## src/rtl/range_bit_decoder.sv

```systemverilog
module range_bit_decoder #(
  parameter int PW         = 11,
  parameter int MOVE       = 5,
  parameter int TOP_BITS   = 24,
  parameter int INIT_BYTES = 5
) (
  input  logic          clk,
  input  logic          rst_n,
  input  logic          byte_valid,
  input  logic [7:0]    byte_data,
  output logic          byte_ready,
  input  logic          req_valid,
  input  logic          req_direct,
  input  logic [PW-1:0] req_prob,
  output logic          req_ready,
  output logic          done,
  output logic          done_bit,
  output logic [PW-1:0] done_prob,
  output logic          init_done,
  output logic          data_error,
  output logic          code_zero
);
  localparam int CW = $clog2(INIT_BYTES + 1);
  localparam logic [31:0] TOP = 32'h1 << TOP_BITS;
  localparam logic [PW:0] TOTAL = (PW+1)'(1) << PW;

  typedef enum logic [2:0] {ST_INIT, ST_IDLE, ST_NORM, ST_CALC, ST_ERR} st_t;

  st_t           st;
  logic [31:0]   range_r, code_r;
  logic [CW-1:0] init_cnt;
  logic          dir_q;
  logic [PW-1:0] prob_q;

  wire         need_byte = range_r < TOP;
  wire [31:0]  bound     = (range_r >> PW) * {{(32-PW){1'b0}}, prob_q};
  wire         pbit      = code_r >= bound;
  wire [31:0]  half      = range_r >> 1;
  wire [31:0]  dsub      = code_r - half;
  wire [PW:0]  p_ext     = {1'b0, prob_q};
  wire [PW:0]  p_up      = p_ext + ((TOTAL - p_ext) >> MOVE);
  wire [PW:0]  p_dn      = p_ext - (p_ext >> MOVE);

  assign byte_ready = (st == ST_INIT) || (st == ST_NORM && need_byte);
  assign req_ready  = st == ST_IDLE;
  assign init_done  = st != ST_INIT && st != ST_ERR;
  assign data_error = st == ST_ERR;
  assign code_zero  = code_r == 32'd0;

  always_ff @(posedge clk or negedge rst_n) begin
    if (!rst_n) begin
      st        <= ST_INIT;
      range_r   <= '1;
      code_r    <= '0;
      init_cnt  <= CW'(INIT_BYTES);
      dir_q     <= 1'b0;
      prob_q    <= '0;
      done      <= 1'b0;
      done_bit  <= 1'b0;
      done_prob <= '0;
    end else begin
      done <= 1'b0;
      case (st)
        ST_INIT:
          if (byte_valid) begin
            if (init_cnt == CW'(INIT_BYTES) && byte_data != 8'h00) begin
              st <= ST_ERR;
            end else begin
              code_r   <= {code_r[23:0], byte_data};
              init_cnt <= init_cnt - 1'b1;
              if (init_cnt == CW'(1)) st <= ST_IDLE;
            end
          end
        ST_IDLE:
          if (req_valid) begin
            dir_q  <= req_direct;
            prob_q <= req_prob;
            st     <= ST_NORM;
          end
        ST_NORM:
          if (!need_byte) begin
            st <= ST_CALC;
          end else if (byte_valid) begin
            range_r <= {range_r[23:0], 8'h00};
            code_r  <= {code_r[23:0], byte_data};
            st      <= ST_CALC;
          end
        ST_CALC: begin
          done <= 1'b1;
          st   <= ST_IDLE;
          if (dir_q) begin
            range_r   <= half;
            done_prob <= prob_q;
            done_bit  <= ~dsub[31];
            if (!dsub[31]) code_r <= dsub;
          end else if (pbit) begin
            range_r   <= range_r - bound;
            code_r    <= code_r - bound;
            done_bit  <= 1'b1;
            done_prob <= p_dn[PW-1:0];
          end else begin
            range_r   <= bound;
            done_bit  <= 1'b0;
            done_prob <= p_up[PW-1:0];
          end
        end
        default: st <= ST_ERR;
      endcase
    end
  end

  p_done_pulse_r10: assert property (@(posedge clk) disable iff (!rst_n)
    done |=> !done);

  p_err_sticky_r3: assert property (@(posedge clk) disable iff (!rst_n)
    data_error |=> data_error && !byte_ready && !req_ready);

  p_stall_hold_r8: assert property (@(posedge clk) disable iff (!rst_n)
    (st == ST_NORM && byte_ready && !byte_valid) |=>
      $stable(range_r) && $stable(code_r) && !done);

  p_norm_top_r7: assert property (@(posedge clk) disable iff (!rst_n)
    (st == ST_CALC) |-> range_r >= TOP);

  p_prob_up_r5: assert property (@(posedge clk) disable iff (!rst_n)
    (done && !dir_q && !done_bit) |-> done_prob >= prob_q);

  p_init_end_r2: assert property (@(posedge clk) disable iff (!rst_n)
    $rose(init_done) |-> $past(byte_valid && byte_ready));
endmodule

```

## config.mk

```make
export PLATFORM = sky130hd
export DESIGN_NAME = range_bit_decoder
export DESIGN_NICKNAME = d
export VERILOG_FILES = /design/src/rtl/range_bit_decoder.sv
export SDC_FILE = /design/constraint.sdc
export NUM_CORES = 1
export LEC_CHECK = 0
export BUFFER_PORTS_ARGS = -buffer_cell sky130_fd_sc_hd__buf_2
export CORE_ASPECT_RATIO = 1.75
export CORE_MARGIN = 5
export CORE_UTILIZATION = 65
export DETAILED_ROUTE_END_ITERATION = 6
export GPL_TIMING_DRIVEN = 1
export HOLD_SLACK_MARGIN = 0.06
export PLACE_DENSITY = 0.83
export SLEW_MARGIN = 20
export SYNTH_ARGS = -nofsm -noshare
export SYNTH_HDL_FRONTEND = slang
export SYNTH_SLANG_ARGS = --single-unit
```

## constraint.sdc

```tcl
create_clock -name clk -period 12.5 [get_ports clk]
set_clock_uncertainty 0.15 [all_clocks]
set_input_delay 2.5 -clock clk [delete_from_list [all_inputs] [get_ports clk]]
set_output_delay 2.5 -clock clk [all_outputs]
set_load 0.02 [all_outputs]
```

# Word level (Yosys, flattened, before mapping)
# Index checks and enable logic that the tools add are counted.
# totals
register_bits,95
latch_bits,0
ram_bits,0
romBits,0
inputBits,24
memories,0
# classes
add_sub_neg,7
multipliers,1
div_mod_pow,0
magnitude_cmp,2
n_eq_ne,16
n_shift,0
n_mux,25
bitwise,2
reduce_logical,15
# op_table
op,n
2-to-1 mux 32 bit,11
one-hot mux 32 bit (3 select lines),1
one-hot mux 32 bit (2 select lines),1
subtractor 32 bit,2
>= comparator 32 bit,1
logical NOT 32 bit,1
"less-than comparator 32 x 25 -> 1 bit, second input constant",1
multiplier 21 x 11 -> 32 bit,1
subtractor 32 x 31 -> 32 bit,1
2-to-1 mux 11 bit,2
2-to-1 mux 3 bit,6
"!= test 3 bit, second input constant",4
one-hot mux 3 bit (4 select lines),1
"subtractor 12 x 11 -> 12 bit, first input constant",1
adder 11 x 7 -> 11 bit,1
subtractor 11 x 6 -> 11 bit,1
"!= test 2 bit, second input constant",5
nonzero test 8 bit,1
AND reduction 7 bit,1
"equality test 3 x 1 -> 1 bit, second input constant",2
"equality test 3 x 2 -> 1 bit, second input constant",2
"equality test 3 bit, second input constant",2
AND reduction 3 bit,2
nonzero test 3 bit,2
other kinds (10),15

# Longest topological paths before layout
# logic_depth
word_depth,5
ltp_mapped,54

# Worst setup path after synthesis
# OpenSTA, ideal clock, no wires.
# synth_path
path_kind,register -> register
startpoint,reg range_r[30]
endpoint,reg done_prob[10]
arrival_time_ps,9428
required_ps,12209
slack_ps,2780
stages_incl_launch_ff,46
n_path_buf,3
period_less_slack_ps,9720
cell_sequence,dfstp_2 clkbuf_1 clkbuf_1 nand2_1 fa_1 inv_1 fa_1 inv_1 fa_1 fa_1 inv_1 fa_1 ha_1 nand2_1 nor2_2 nand4_1 a21o_1 a21oi_1 [10 not listed] nand2_2 buf_4 nor2_1 xor2_1 ha_1 fa_1 nor2b_1 o21ai_0 a21boi_0 o21ai_0 nand2b_1 a21o_1 a21o_1 a21o_1 a21o_1 xnor2_1 o31ai_1 a31oi_1
# synth_between
elab_chain_len,4
# synth_lines
element,line_no,rtl
start: declaration,30,"logic [31:0] range_r, code_r;"
start signal: assignment,84,"range_r <= {range_r[23:0], 8'h00};"
start signal: assignment,92,range_r <= half;
start signal: assignment,97,range_r <= range_r - bound;
multiplier 21 x 11 -> 32 bit,36,"wire [31:0] bound = (range_r >> PW) * {{(32-PW){1'b0}}, prob_q};"
>= comparator 32 bit,37,wire pbit = code_r >= bound;
2-to-1 mux 11 bit,96,end else if (pbit) begin
2-to-1 mux 11 bit,91,if (dir_q) begin
end signal: assignment,93,done_prob <= prob_q;
end signal: assignment,100,done_prob <= p_dn[PW-1:0];
end signal: assignment,104,done_prob <= p_up[PW-1:0];
end: declaration,18,"output logic [PW-1:0] done_prob,"
# No other way between the ends.
# A chain may end at the register's enable or synchronous reset.

# Final worst setup path
# layout_path
startpoint,reg prob_q[10]
endpoint,reg done_prob[10]
# layout_between
elab_chain_len,4
word_cells_on_any_way,7
# layout_lines
element,line_no,rtl
start: declaration,33,logic [PW-1:0] prob_q;
start signal: assignment,77,prob_q <= req_prob;
multiplier 21 x 11 -> 32 bit or subtractor 12 x 11 -> 12 bit (tied branches),"36, 41",
>= comparator 32 bit or adder 11 x 7 -> 11 bit (tied branches),"37, 41",
2-to-1 mux 11 bit,96,
2-to-1 mux 11 bit *,91,
# Mark *: on every way between the ends. The rest lies on a longest branch, timed or not.

==> run summary <==
Status - finished, final reports clean
Core Area - 0.02649 mm2
CTS tree - done
Number of synthesized flops with an enable pin - 0
Worst r2r path cells - 48
Final worst path period share - 0.9058
Initial antenna violation count - 1
DR iter-0 viols - 1463
Ys async rst share - 1.000
# resized after CTS - 0
Initial core utilization - 0.6547
N_diodes - 0
PortBufs - 41
DRT Wirelength - 58470 um
Post-route setup TNS - 0 ns
Least-Margin Pin Slew - 1.128 ns
Synth-to-layout area growth - 3.333%
WHS - 0.3355 ns
Sequential share of the synthesized area - 0.1395
# nets final - 2477
Via count - 16335
CP Launch Point - prob_q[10]
CTS root buffer - clkbuf_16
Row cnt - 79
Met3 WL - 4936 um
Max-slew violation count - 0
First-pass GRT wire length - 91670 um
Routability cong. - 1.030
Top Family by Delay on Critical Path - adder cells
Worst path depth - 48
Clock Path Buffers - 2
Final Hold Viols - 0
Via-per-instance ratio - 6.697
Slowest-stage cell, CP - dfrtp_1
Clock sinks - 95
Most frequent cells in the layout - nand2_1, inv_1, fa_1
RSZ-0062 raised after global routing - no
Pin count of the biggest net entering global routing - 64
I/O Pins - 42
Routed wl met2 - 27740 um
# setup viols final - 0
CP bufs+invs - 3
Commonest register cell after synthesis - dfrtp_1
Post-CTS setup buffer count - 0
Worst stage delay on the critical path - 0.69 ns
CTS buffer count - 9
Worst setup margin - 1.177 ns
HP Class - reg -> reg
Crit Path Max Fanout - 28
Max Cap Viol - 0
Crit Path Class - reg -> reg
Top Metal Used - met5
Critical path endpoint - done_prob[10]
# H-tree levels - 3
GRT Util Overall - 0.3964
Slew Limit Headroom - 0.2471
Vias in the first global route - 17150
CP required - 12.59 ns
Hold Buf Count CTS - 0
R2R Path End - done_prob[10]
Clock period minus worst slack - 11.32 ns
R2r setup slk - 1.18 ns
Global route overflow - 0
Post-DRT Antenna Nets - 0
Peak Freq - 88.32 MHz
Hpwl dp - 45600 um
Met1 Wirelength - 18230 um
Die Ht - 226.1 um
Syn Nets - 2519
Die Wd - 133.5 um
Commonest non-fill, non-tap cell in the layout - nand2_1
DP Worst Slack - 1.434 ns
Synth Area per Inst - 8.060 um2
Pre-antenna DRT Iters - 6
Drt wl/cell - 23.97 um
Post-synthesis cell count - 2152
Layout cells sized above 1 - 0.06525
Origin of the critical flop-to-flop path - prob_q[10]
Synth warn - 0
Reg clk slew, reported paths - 0.08 ns
Crit path launch type - register
Synthesized flop and latch total - 95
Worst-skew pair later-pin latency - 0.39 ns
Setup crit end kind - register
Library cells used by synthesis - 87
Crit path DAT - 11.42 ns
Synthesized area - 0.01734 mm2
DR DRC count - 0
Die footprint - 0.03018 mm2
## how the worst min path moves through the flow
| stage | start | to | cells past startpoint |
|---|---|---|---|
| 6_report | done_prob[2] | done_prob[2] | 2 |
| 5_1_grt | done_prob[3] | done_prob[3] | 2 |
| 4_1_cts | done_prob[3] | done_prob[3] | 2 |
| 3_5_place_dp | done_prob[3] | done_prob[3] | 2 |
| 3_3_place_gp | done_bit | done_bit | 2 |
| 2_1_floorplan | init_cnt[1] | init_cnt[1] | 2 |
## logic make-up (layout without fill, tap and decap cells)
| kind of cell | count (synthesis) | in the layout | share of synthesized area |
|---|---|---|---|
| simple gates | 674 | 674 | 0.1774 |
| compound gates | 535 | 535 | 0.2017 |
| buf+inv | 353 | 316 | 0.07878 |
| fa+ha+maj | 350 | 350 | 0.3268 |
| xor+xnor | 123 | 123 | 0.06255 |
| flops | 95 | 95 | 0.1395 |
| mux | 22 | 22 | 0.01327 |
## cell usage after synthesis, drive strengths merged (30+ instances only)
master,count,area (um2)
nand2,285,1072
inv,243,912.1
fa,174,3483
ha,169,2115
nor2,154,583.1
o21ai,132,664.4
a21oi,126,630.6
clkbuf,83,312.8
xnor2,67,586.8
and2,62,387.9
dfrtp,61,1526
a21o,56,420.4
xor2,56,498.0
a211oi,38,290.3
nor3,36,180.2
dfstp,34,893.4
nand3,30,150.1
## layout make-up
type	instances	area (um2)
clock buffers	10	229.0
clock inverters	6	63.81
fillers	2301	8568
repair buffers	56	320.3
well taps	324	405.4
inverters	244	915.9
multi-input cells	1704	13570
flip-flops and latches	95	2421
## worst min-delay path: stages (launching register included)
cell	delay, ns
dfrtp_1	0.35
nand2_1	0.04
o21ai_0	0.06
## metal layers
layer  vias to the layer above  track usage
li1                       7246            -
met1                      7749       0.3932
met2                       923       0.6605
met3                       415      0.08582
met4                         2       0.4128
met5                         -            0
## registers in the layout, indices dropped and copies added (netlist names)
signal	cells
init_cnt	3
code_r	32
done	1
done_prob	11
prob_q	11
dir_q	1
st	3
done_bit	1
range_r	32
## metrics by stage
step | instances | area, um2 | utilization
final | 2439 | 17920 | 0.6766
after global routing | 2439 | 17920 | 0.6766
after CTS | 2439 | 17920 | 0.6766
after floorplan | 2152 | 17340 | -
after global placement | 2423 | 17630 | 0.6654
after detailed placement | 2423 | 17630 | 0.6655
Power is left out: the tool's default activity adds up to more than one toggle a clock period on the data nets, which glitch-free logic cannot reach.
